### src/rtl/gamma_lut_pkg.sv
package gamma_lut_pkg;
    localparam int NUM_CH    = 3;
    localparam int NUM_BANKS = 2;

    localparam logic [1:0] ADDR_CTRL  = 2'd0;
    localparam logic [1:0] ADDR_INDEX = 2'd1;
    localparam logic [1:0] ADDR_DATA  = 2'd2;
    localparam logic [1:0] ADDR_POWER = 2'd3;

    localparam logic [1:0] MODE_BYPASS = 2'd0;
    localparam logic [1:0] MODE_TABLE  = 2'd2;

    localparam logic [1:0] FORCE_ON  = 2'd0;
    localparam logic [1:0] FORCE_OFF = 2'd3;

    typedef enum logic [1:0] {
        PWR_AWAKE  = 2'd0,
        PWR_ASLEEP = 2'd1,
        PWR_WAKING = 2'd2
    } pwr_state_e;
endpackage

### src/rtl/gamma_pwr_fsm.sv
module gamma_pwr_fsm
    import gamma_lut_pkg::*;
#(
    parameter int WAKE_CYCLES = 4
) (
    input  logic       clk,
    input  logic       rst_n,
    input  logic [1:0] force_req,
    output logic       pwr_on,
    output logic       pwr_down
);
    localparam int CW = (WAKE_CYCLES > 2) ? $clog2(WAKE_CYCLES) : 1;
    localparam logic [CW-1:0] WAKE_LOAD = CW'(WAKE_CYCLES - 2);

    pwr_state_e state, state_nxt;
    logic [CW-1:0] cnt, cnt_nxt;

    always_ff @(posedge clk) begin
        if (!rst_n) begin
            state <= PWR_AWAKE;
            cnt   <= '0;
        end else begin
            state <= state_nxt;
            cnt   <= cnt_nxt;
        end
    end

    always_comb begin
        state_nxt = state;
        cnt_nxt   = cnt;
        unique case (state)
            PWR_AWAKE: begin
                if (force_req == FORCE_OFF) state_nxt = PWR_ASLEEP;
            end
            PWR_ASLEEP: begin
                if (force_req == FORCE_ON) begin
                    state_nxt = PWR_WAKING;
                    cnt_nxt   = WAKE_LOAD;
                end
            end
            PWR_WAKING: begin
                if (force_req == FORCE_OFF) begin
                    state_nxt = PWR_ASLEEP;
                end else if (cnt == '0) begin
                    state_nxt = PWR_AWAKE;
                end else begin
                    cnt_nxt = cnt - 1'b1;
                end
            end
            default: state_nxt = PWR_ASLEEP;
        endcase
    end

    always_comb begin
        pwr_on   = (state == PWR_AWAKE);
        pwr_down = (state != PWR_AWAKE);
    end

    // a force-off request while awake gates the storage next cycle
    p_sleep_on_force_r7: assert property (@(posedge clk) disable iff (!rst_n)
        (state == PWR_AWAKE && force_req == FORCE_OFF) |=> pwr_down);

    // a wake request from the gated state cannot power up in one cycle
    p_no_instant_wake_r7: assert property (@(posedge clk) disable iff (!rst_n)
        (state == PWR_ASLEEP) |=> !pwr_on);

    // neutral force values keep a settled state
    p_neutral_hold_r9: assert property (@(posedge clk) disable iff (!rst_n)
        ((force_req == 2'd1 || force_req == 2'd2) && state != PWR_WAKING)
        |=> $stable(state));
endmodule

### src/rtl/gamma_reg_file.sv
module gamma_reg_file
    import gamma_lut_pkg::*;
#(
    parameter int DW    = 12,
    parameter int DEPTH = 34,
    parameter int AW    = $clog2(DEPTH),
    parameter int PW    = $clog2(DEPTH + 1)
) (
    input  logic              clk,
    input  logic              rst_n,
    input  logic              reg_wr,
    input  logic [1:0]        reg_addr,
    input  logic [31:0]       reg_wdata,
    output logic [31:0]       reg_rdata,
    input  logic              frame_start,
    input  logic              pwr_down,
    output logic [1:0]        mode_cur,
    output logic              sel_cur,
    output logic              host_bank,
    output logic [NUM_CH-1:0] wr_en,
    output logic [AW-1:0]     wr_idx,
    output logic [DW-1:0]     wr_data,
    output logic [1:0]        force_req
);
    logic [1:0]        mode_nxt;
    logic              sel_nxt;
    logic [NUM_CH-1:0] color_mask;
    logic [PW-1:0]     wptr;
    logic              data_wr;
    logic              room;
    logic              unused_wdata;

    assign unused_wdata = ^reg_wdata;
    assign data_wr = reg_wr && (reg_addr == ADDR_DATA);
    assign room    = (wptr < PW'(DEPTH));

    always_ff @(posedge clk) begin
        if (!rst_n) begin
            mode_nxt   <= MODE_BYPASS;
            sel_nxt    <= 1'b0;
            host_bank  <= 1'b0;
            color_mask <= '1;
            mode_cur   <= MODE_BYPASS;
            sel_cur    <= 1'b0;
            wptr       <= '0;
            force_req  <= FORCE_ON;
        end else begin
            if (reg_wr && reg_addr == ADDR_CTRL) begin
                mode_nxt   <= reg_wdata[1:0];
                sel_nxt    <= reg_wdata[4];
                host_bank  <= reg_wdata[8];
                color_mask <= reg_wdata[14:12];
            end
            if (reg_wr && reg_addr == ADDR_POWER) begin
                force_req <= reg_wdata[1:0];
            end
            if (reg_wr && reg_addr == ADDR_INDEX) begin
                if (reg_wdata > 32'(DEPTH)) wptr <= PW'(DEPTH);
                else                        wptr <= reg_wdata[PW-1:0];
            end else if (data_wr && room) begin
                wptr <= wptr + 1'b1;
            end
            if (frame_start) begin
                mode_cur <= mode_nxt;
                sel_cur  <= sel_nxt;
            end
        end
    end

    always_comb begin
        wr_en   = (data_wr && room) ? color_mask : '0;
        wr_idx  = AW'(wptr);
        wr_data = reg_wdata[DW-1:0];
    end

    always_comb begin
        reg_rdata = '0;
        unique case (reg_addr)
            ADDR_CTRL: begin
                reg_rdata[1:0]   = mode_nxt;
                reg_rdata[4]     = sel_nxt;
                reg_rdata[8]     = host_bank;
                reg_rdata[14:12] = color_mask;
                reg_rdata[17:16] = mode_cur;
                reg_rdata[20]    = sel_cur;
            end
            ADDR_INDEX: reg_rdata[PW-1:0] = wptr;
            ADDR_DATA:  reg_rdata = '0;
            ADDR_POWER: begin
                reg_rdata[1:0] = force_req;
                reg_rdata[8]   = pwr_down;
            end
            default: reg_rdata = '0;
        endcase
    end

    // pointer never passes the table depth
    p_ptr_bound_r4: assert property (@(posedge clk) disable iff (!rst_n)
        wptr <= PW'(DEPTH));

    // a data write at a full pointer leaves it full
    p_full_ignored_r4: assert property (@(posedge clk) disable iff (!rst_n)
        (data_wr && !room) |=> (wptr == PW'(DEPTH)));

    // active fields move only on a frame boundary
    p_cur_hold_r2: assert property (@(posedge clk) disable iff (!rst_n)
        !frame_start |=> ($stable(mode_cur) && $stable(sel_cur)));

    // on a frame boundary the pending values become active
    p_cur_apply_r2: assert property (@(posedge clk) disable iff (!rst_n)
        frame_start |=> (mode_cur == $past(mode_nxt) && sel_cur == $past(sel_nxt)));
endmodule

### src/rtl/gamma_lut_bank.sv
module gamma_lut_bank
    import gamma_lut_pkg::*;
#(
    parameter int DW    = 12,
    parameter int DEPTH = 34,
    parameter int AW    = $clog2(DEPTH)
) (
    input  logic                 clk,
    input  logic [NUM_CH-1:0]    wr_en,
    input  logic [AW-1:0]        wr_idx,
    input  logic [DW-1:0]        wr_data,
    input  logic [NUM_CH*AW-1:0] rd_idx,
    output logic [NUM_CH*DW-1:0] rd_data
);
    for (genvar c = 0; c < NUM_CH; c++) begin : g_ch
        logic [DW-1:0] mem [DEPTH];

        always_ff @(posedge clk) begin
            if (wr_en[c]) mem[wr_idx] <= wr_data;
        end

        assign rd_data[c*DW +: DW] = mem[rd_idx[c*AW +: AW]];
    end
endmodule

### src/rtl/gamma_pix_path.sv
module gamma_pix_path
    import gamma_lut_pkg::*;
#(
    parameter int DW    = 12,
    parameter int DEPTH = 34,
    parameter int AW    = $clog2(DEPTH)
) (
    input  logic                                  clk,
    input  logic                                  rst_n,
    input  logic                                  pix_valid,
    input  logic [NUM_CH*DW-1:0]                  pix_in,
    input  logic [1:0]                            mode_cur,
    input  logic                                  sel_cur,
    input  logic                                  pwr_on,
    input  logic [NUM_BANKS-1:0][NUM_CH*DW-1:0]   bank_rd,
    output logic [NUM_CH*AW-1:0]                  rd_idx,
    output logic                                  pix_out_valid,
    output logic [NUM_CH*DW-1:0]                  pix_out
);
    localparam int SHIFT = DW - AW;
    localparam logic [AW-1:0] LAST = AW'(DEPTH - 1);

    logic                 use_table;
    logic [NUM_CH*DW-1:0] looked_up;

    assign use_table = (mode_cur == MODE_TABLE) && pwr_on;

    for (genvar c = 0; c < NUM_CH; c++) begin : g_idx
        logic [AW-1:0] raw;
        assign raw = pix_in[c*DW + SHIFT +: AW];
        assign rd_idx[c*AW +: AW] = (raw > LAST) ? LAST : raw;
    end

    assign looked_up = bank_rd[sel_cur];

    always_ff @(posedge clk) begin
        if (!rst_n) begin
            pix_out_valid <= 1'b0;
            pix_out       <= '0;
        end else begin
            pix_out_valid <= pix_valid;
            if (pix_valid) pix_out <= use_table ? looked_up : pix_in;
        end
    end

    // output valid trails input valid by one cycle
    p_valid_delay_r5: assert property (@(posedge clk) disable iff (!rst_n)
        pix_valid |=> pix_out_valid);
    p_valid_idle_r5: assert property (@(posedge clk) disable iff (!rst_n)
        !pix_valid |=> !pix_out_valid);

    // bypass returns the input pixel
    p_bypass_pass_r6: assert property (@(posedge clk) disable iff (!rst_n)
        (pix_valid && mode_cur != MODE_TABLE) |=> (pix_out == $past(pix_in)));

    // gated storage also forces pass-through
    p_gated_pass_r7: assert property (@(posedge clk) disable iff (!rst_n)
        (pix_valid && !pwr_on) |=> (pix_out == $past(pix_in)));
endmodule

### src/rtl/gamma_dbuf_lut.sv
module gamma_dbuf_lut
    import gamma_lut_pkg::*;
#(
    parameter int DW          = 12,
    parameter int DEPTH       = 34,
    parameter int WAKE_CYCLES = 4
) (
    input  logic                 clk,
    input  logic                 rst_n,
    input  logic                 reg_wr,
    input  logic [1:0]           reg_addr,
    input  logic [31:0]          reg_wdata,
    output logic [31:0]          reg_rdata,
    input  logic                 frame_start,
    input  logic                 pix_valid,
    input  logic [NUM_CH*DW-1:0] pix_in,
    output logic                 pix_out_valid,
    output logic [NUM_CH*DW-1:0] pix_out
);
    localparam int AW = $clog2(DEPTH);
    localparam int PW = $clog2(DEPTH + 1);

    logic [1:0]                          mode_cur;
    logic                                sel_cur;
    logic                                host_bank;
    logic [NUM_CH-1:0]                   wr_en;
    logic [AW-1:0]                       wr_idx;
    logic [DW-1:0]                       wr_data;
    logic [1:0]                          force_req;
    logic                                pwr_on;
    logic                                pwr_down;
    logic [NUM_CH*AW-1:0]                rd_idx;
    logic [NUM_BANKS-1:0][NUM_CH*DW-1:0] bank_rd;

    gamma_reg_file #(.DW(DW), .DEPTH(DEPTH), .AW(AW), .PW(PW)) u_regs (
        .clk(clk), .rst_n(rst_n),
        .reg_wr(reg_wr), .reg_addr(reg_addr), .reg_wdata(reg_wdata),
        .reg_rdata(reg_rdata), .frame_start(frame_start), .pwr_down(pwr_down),
        .mode_cur(mode_cur), .sel_cur(sel_cur), .host_bank(host_bank),
        .wr_en(wr_en), .wr_idx(wr_idx), .wr_data(wr_data), .force_req(force_req)
    );

    gamma_pwr_fsm #(.WAKE_CYCLES(WAKE_CYCLES)) u_pwr (
        .clk(clk), .rst_n(rst_n), .force_req(force_req),
        .pwr_on(pwr_on), .pwr_down(pwr_down)
    );

    for (genvar b = 0; b < NUM_BANKS; b++) begin : g_bank
        logic [NUM_CH-1:0] bank_we;
        assign bank_we = (host_bank == 1'(b)) ? wr_en : '0;

        gamma_lut_bank #(.DW(DW), .DEPTH(DEPTH), .AW(AW)) u_bank (
            .clk(clk), .wr_en(bank_we), .wr_idx(wr_idx), .wr_data(wr_data),
            .rd_idx(rd_idx), .rd_data(bank_rd[b])
        );
    end

    gamma_pix_path #(.DW(DW), .DEPTH(DEPTH), .AW(AW)) u_pix (
        .clk(clk), .rst_n(rst_n), .pix_valid(pix_valid), .pix_in(pix_in),
        .mode_cur(mode_cur), .sel_cur(sel_cur), .pwr_on(pwr_on),
        .bank_rd(bank_rd), .rd_idx(rd_idx),
        .pix_out_valid(pix_out_valid), .pix_out(pix_out)
    );

    // the storage is written only through a single enabled pointer slot
    p_write_in_range_r3: assert property (@(posedge clk) disable iff (!rst_n)
        (|wr_en) |-> (wr_idx < AW'(DEPTH)));
endmodule

### config.mk
export PLATFORM = sky130hd
export DESIGN_NAME = gamma_dbuf_lut
export DESIGN_NICKNAME = d
export VERILOG_FILES = /design/src/rtl/gamma_lut_pkg.sv /design/src/rtl/gamma_pwr_fsm.sv /design/src/rtl/gamma_reg_file.sv /design/src/rtl/gamma_lut_bank.sv /design/src/rtl/gamma_pix_path.sv /design/src/rtl/gamma_dbuf_lut.sv
export SDC_FILE = /design/constraint.sdc
export NUM_CORES = 2
export LEC_CHECK = 0
export ABC_AREA = 1
export ABC_CLOCK_PERIOD_IN_PS = 2800
export BUFFER_PORTS_ARGS = -buffer_cell sky130_fd_sc_hd__buf_2
export CORE_ASPECT_RATIO = 1.4
export CORE_MARGIN = 5
export CORE_UTILIZATION = 57
export CTS_CLUSTER_SIZE = 8
export DETAILED_ROUTE_END_ITERATION = 10
export PLACE_DENSITY = 0.76
export SYNTH_ARGS = -nofsm -noshare
export SYNTH_HDL_FRONTEND = slang
export SYNTH_SLANG_ARGS = --single-unit
### constraint.sdc
create_clock -name clk -period 2.8 [get_ports clk]
set_clock_uncertainty 0.1 [all_clocks]
set_input_delay 0 -clock clk [delete_from_list [all_inputs] [get_ports clk]]
set_output_delay 0 -clock clk [all_outputs]
set_load 0.02 [all_outputs]
==> flow_metrics.tcl <==
set metrics [dict create \
    status "complete, but fails checks" \
    violations "setup timing" \
    p_seq_share_pct 48.4 \
    synth_common_cells "edfxtp_1 (2448), nand2_1 (1845), nand3_1 (1019)" \
    drt_iter0_drc 9770 \
    grt_pass1_vias 71600 \
    core_area_mm2 0.181 \
    grt.overflow.total 0 \
    p_sw_mw 19.0 \
    cp.required_ns 3.25 \
    cts_buffers 364 \
    power_mw 85.5 \
    port_buffers 124 \
    worst_ep_arrival_time_ns 3.29 \
    vias_per_cell 6.19 \
    vias 72800 \
    synth.cell_area_mm2 0.103 \
    crit_fanout 29 \
    synthArstFlopShare_pct 0 \
    swShare_pct 22.2 \
    crit_chain "inv_1 > nor2_1 > inv_1 > nor3_1 > nor4_4 > nand3_1 > buf_12 > nor2_1" \
    drc 0 \
    p_clk_share_pct 44.7 \
    grt.total_usage_pct 30.9 \
    synth_cell_types 39 \
    nNetsFinal 9319 \
    root_buffer "clkbuf_16" \
    p_int_mw 66.6 \
    drive_above_1_share_pct 11.8 \
    ir_drop_uv 755 \
    synth.most_common_cell "edfxtp_1" \
    die_h_um 514 \
    min_from "reg_wdata[11]" \
    timing.rr.start "u_regs.wr_idx[5]" \
    yosysTopAreaCell "edfxtp_1" \
    cp.buffers_inverters 3 \
    fmax_mhz 353 \
    fin_ws_ns -0.0328 \
    relSlewSlack_pct 23.4 \
    yosysWarnings 0 \
    power_frac_comb_pct 6.9 \
    tightestPinTransition_ns 1.14 \
    gp_congestion 0.980 \
    slowest_stage "nor2_1" \
    num_rows 185 \
    dieArea_mm2 0.190 \
    wirelength_mm 299 \
    rsz0062_at_grt "true" \
    p_leak_nw 44.3 \
    io_pins 144 \
    grt_max_degree 163 \
    wl_per_cell_um 25.4 \
    path_class "reg2reg" \
    area_delta_synth_final_pct 17.0 \
    clock_latency_ns 0.95 \
    post_cts_buffers 0 \
    final_max_slew_viol_count 0 \
    clkTransAtPathRegs_ns 0.05 \
    syn_inst 8658 \
    synth-main-ff-cell "edfxtp_1" \
    fin_crit_sh_pct 101 \
    reg2reg_slack_ns -0.03 \
    setup_viol 24 \
    yosys_register_bits 2507 \
    crit_family "simple AND/OR/NAND/NOR gates" \
    drt.antenna.violating_nets 0 \
    place_inst 11100 \
    die_x_um 370 \
    dp_slack_ns -0.233 \
    start_kind "flop" \
    start_util_pct 57.1 \
    hold_class "in2reg" \
    synth_area_leaders "edfxtp_1 (71%), nand2_1 (6.7%), nand3_1 (4.9%)" \
    hold_viol 0 \
    synth-edff-count 2448 \
    antenna_found_initial 9 \
    max_cap_violations 0 \
    cts_tree "yes" \
    critical_path.startpoint "u_regs.wr_idx[5]" \
    ctsHtreeMaxLevel 5 \
    avgSynthCellArea_um2 11.9 \
    first_pass_iters 9 \
    cp-end-kind "flop" \
    p_per_area_mw_per_mm2 708 \
    clk_path_buf_depth 4 \
    dp_hpwl_mm 177 \
    grt_pass1_wl_mm 441 \
    synth_top_area_share_pct 71.2 \
    period_needed_ns 2.83 \
    final_cells 11800 \
    slowest_delay_ns 0.88 \
    clock_sinks 2507 \
    ys_seq_area_share_pct 72.3 \
]
[routing by layer]
| metal | wire [um] | track usage (%) | vias up |
|---|---|---|---|
| li1 | - | - | 31800 |
| met1 | 99900 | 37.8 | 35000 |
| met2 | 143000 | 49.8 | 4990 |
| met3 | 34300 | 6.87 | 1032 |
| met4 | 22200 | 19.9 | 6 |
| met5 | 32 | 0 | - |
[path summary, 6_finish.rpt]
| check | to | cells past startpoint |
|---|---|---|
| hold / removal | g_bank[0].u_bank.g_ch[2].mem[26][11] | 2 |
| hold reg to reg | u_pwr.cnt[1] | 2 |
| setup reg to reg | g_bank[1].u_bank.g_ch[1].mem[18][2] | 8 |
| setup / recovery | g_bank[1].u_bank.g_ch[1].mem[18][2] | 8 |
[through the flow]
step	cell area (um^2)	hold WS, ns	utilization [%]	TNS (ns)
2_1_floorplan	103000	-0.00113	-	0
3_3_place_gp	109000	0.125	60.3	-10.20
3_5_place_dp	109000	0.127	60.3	-25.12
4_1_cts	121000	0.00702	66.6	-5.07
5_1_grt	121000	0.0222	66.8	-9.78
6_report	121000	0.0135	66.8	-0.402
[kinds of logic (layout without fill, tap and decap cells)]
| kind of cell | after synthesis | in the layout | synth area share [%] |
|---|---|---|---|
| AO/OA/AOI/OAI | 1355 | 1355 | 8.11 |
| XOR/XNOR | 1 | 1 | 0.00848 |
| adder cells (fa/ha/maj) | 6 | 6 | 0.0727 |
| buffers and inverters | 1200 | 1849 | 4.96 |
| flip-flops | 2507 | 2507 | 72.3 |
| other | 1 | 25 | 0.00363 |
| AND/OR/NAND/NOR | 3588 | 3589 | 14.6 |
[placed cells by master (no fill, tap or decap), drive strengths merged, types with 19 or more instances in the layout]
master | netlist | routed
edfxtp | 2448 | 2448
o211ai | 488 | 488
dlygate4sd3 | 0 | 172
a21oi | 146 | 146
nand2 | 1853 | 1854
nand3 | 1019 | 1019
o22ai | 148 | 148
o21bai | 59 | 59
inv | 613 | 614
o21ai | 497 | 497
dfxtp | 59 | 59
buf | 344 | 592
nor2 | 633 | 633
or2 | 20 | 20
nand3b | 44 | 44
clkbuf | 239 | 458
conb | 1 | 19
[what timing repair did]
item / CTS / global route
endpoints found under the hold margin: 2517 / 0
endpoints found under the setup margin: 314 / 447
gates resized for setup: 29 / 49
cloned: 0 / 4
hold buffers: 172 / 0
pin swaps: 0 / 1
[final cells by class]
class | instances | area (um^2)
sequential | 2507 | 74700
fill | 12400 | 60100
multi-input combinational | 4970 | 23900
clock buffer | 444 | 9590
timing repair buffer | 778 | 7230
tap | 2431 | 3040
inverter | 617 | 2340
clock inverter | 10 | 105
antenna | 6 | 15.0
[power by group through the flow]
stage	logic, mW	clock network, mW	registers (mW)
final	5.90	38.2	41.4
after global routing	6.23	40.1	41.4
after CTS	5.71	38.4	41.4
after detailed placement	5.45	0	42.1
after global placement	5.35	0	42.1
after floorplan	2.85	0	42.1
[registers in the layout, summed over array words and instances (netlist names)]
signal	count
u_regs.mode_cur	2
u_regs.force_req	2
u_regs.host_bank	1
u_regs.sel_cur	1
u_pix.pix_out	36
u_pwr.cnt	2
u_regs.color_mask	3
u_pwr.state	2
g_bank.u_bank.g_ch.mem	2448
u_regs.sel_nxt	1
u_regs.wr_idx	6
u_pix.pix_out_valid	1
u_regs.mode_nxt	2
[worst register-to-register path, delay by kind of cell (launching register included)]
family,cells,cell delay (ns)
buffers and inverters,3,0.41
flip-flops,1,0.31
AND/OR/NAND/NOR,5,1.63
Power figures use the tool's default switching activity.
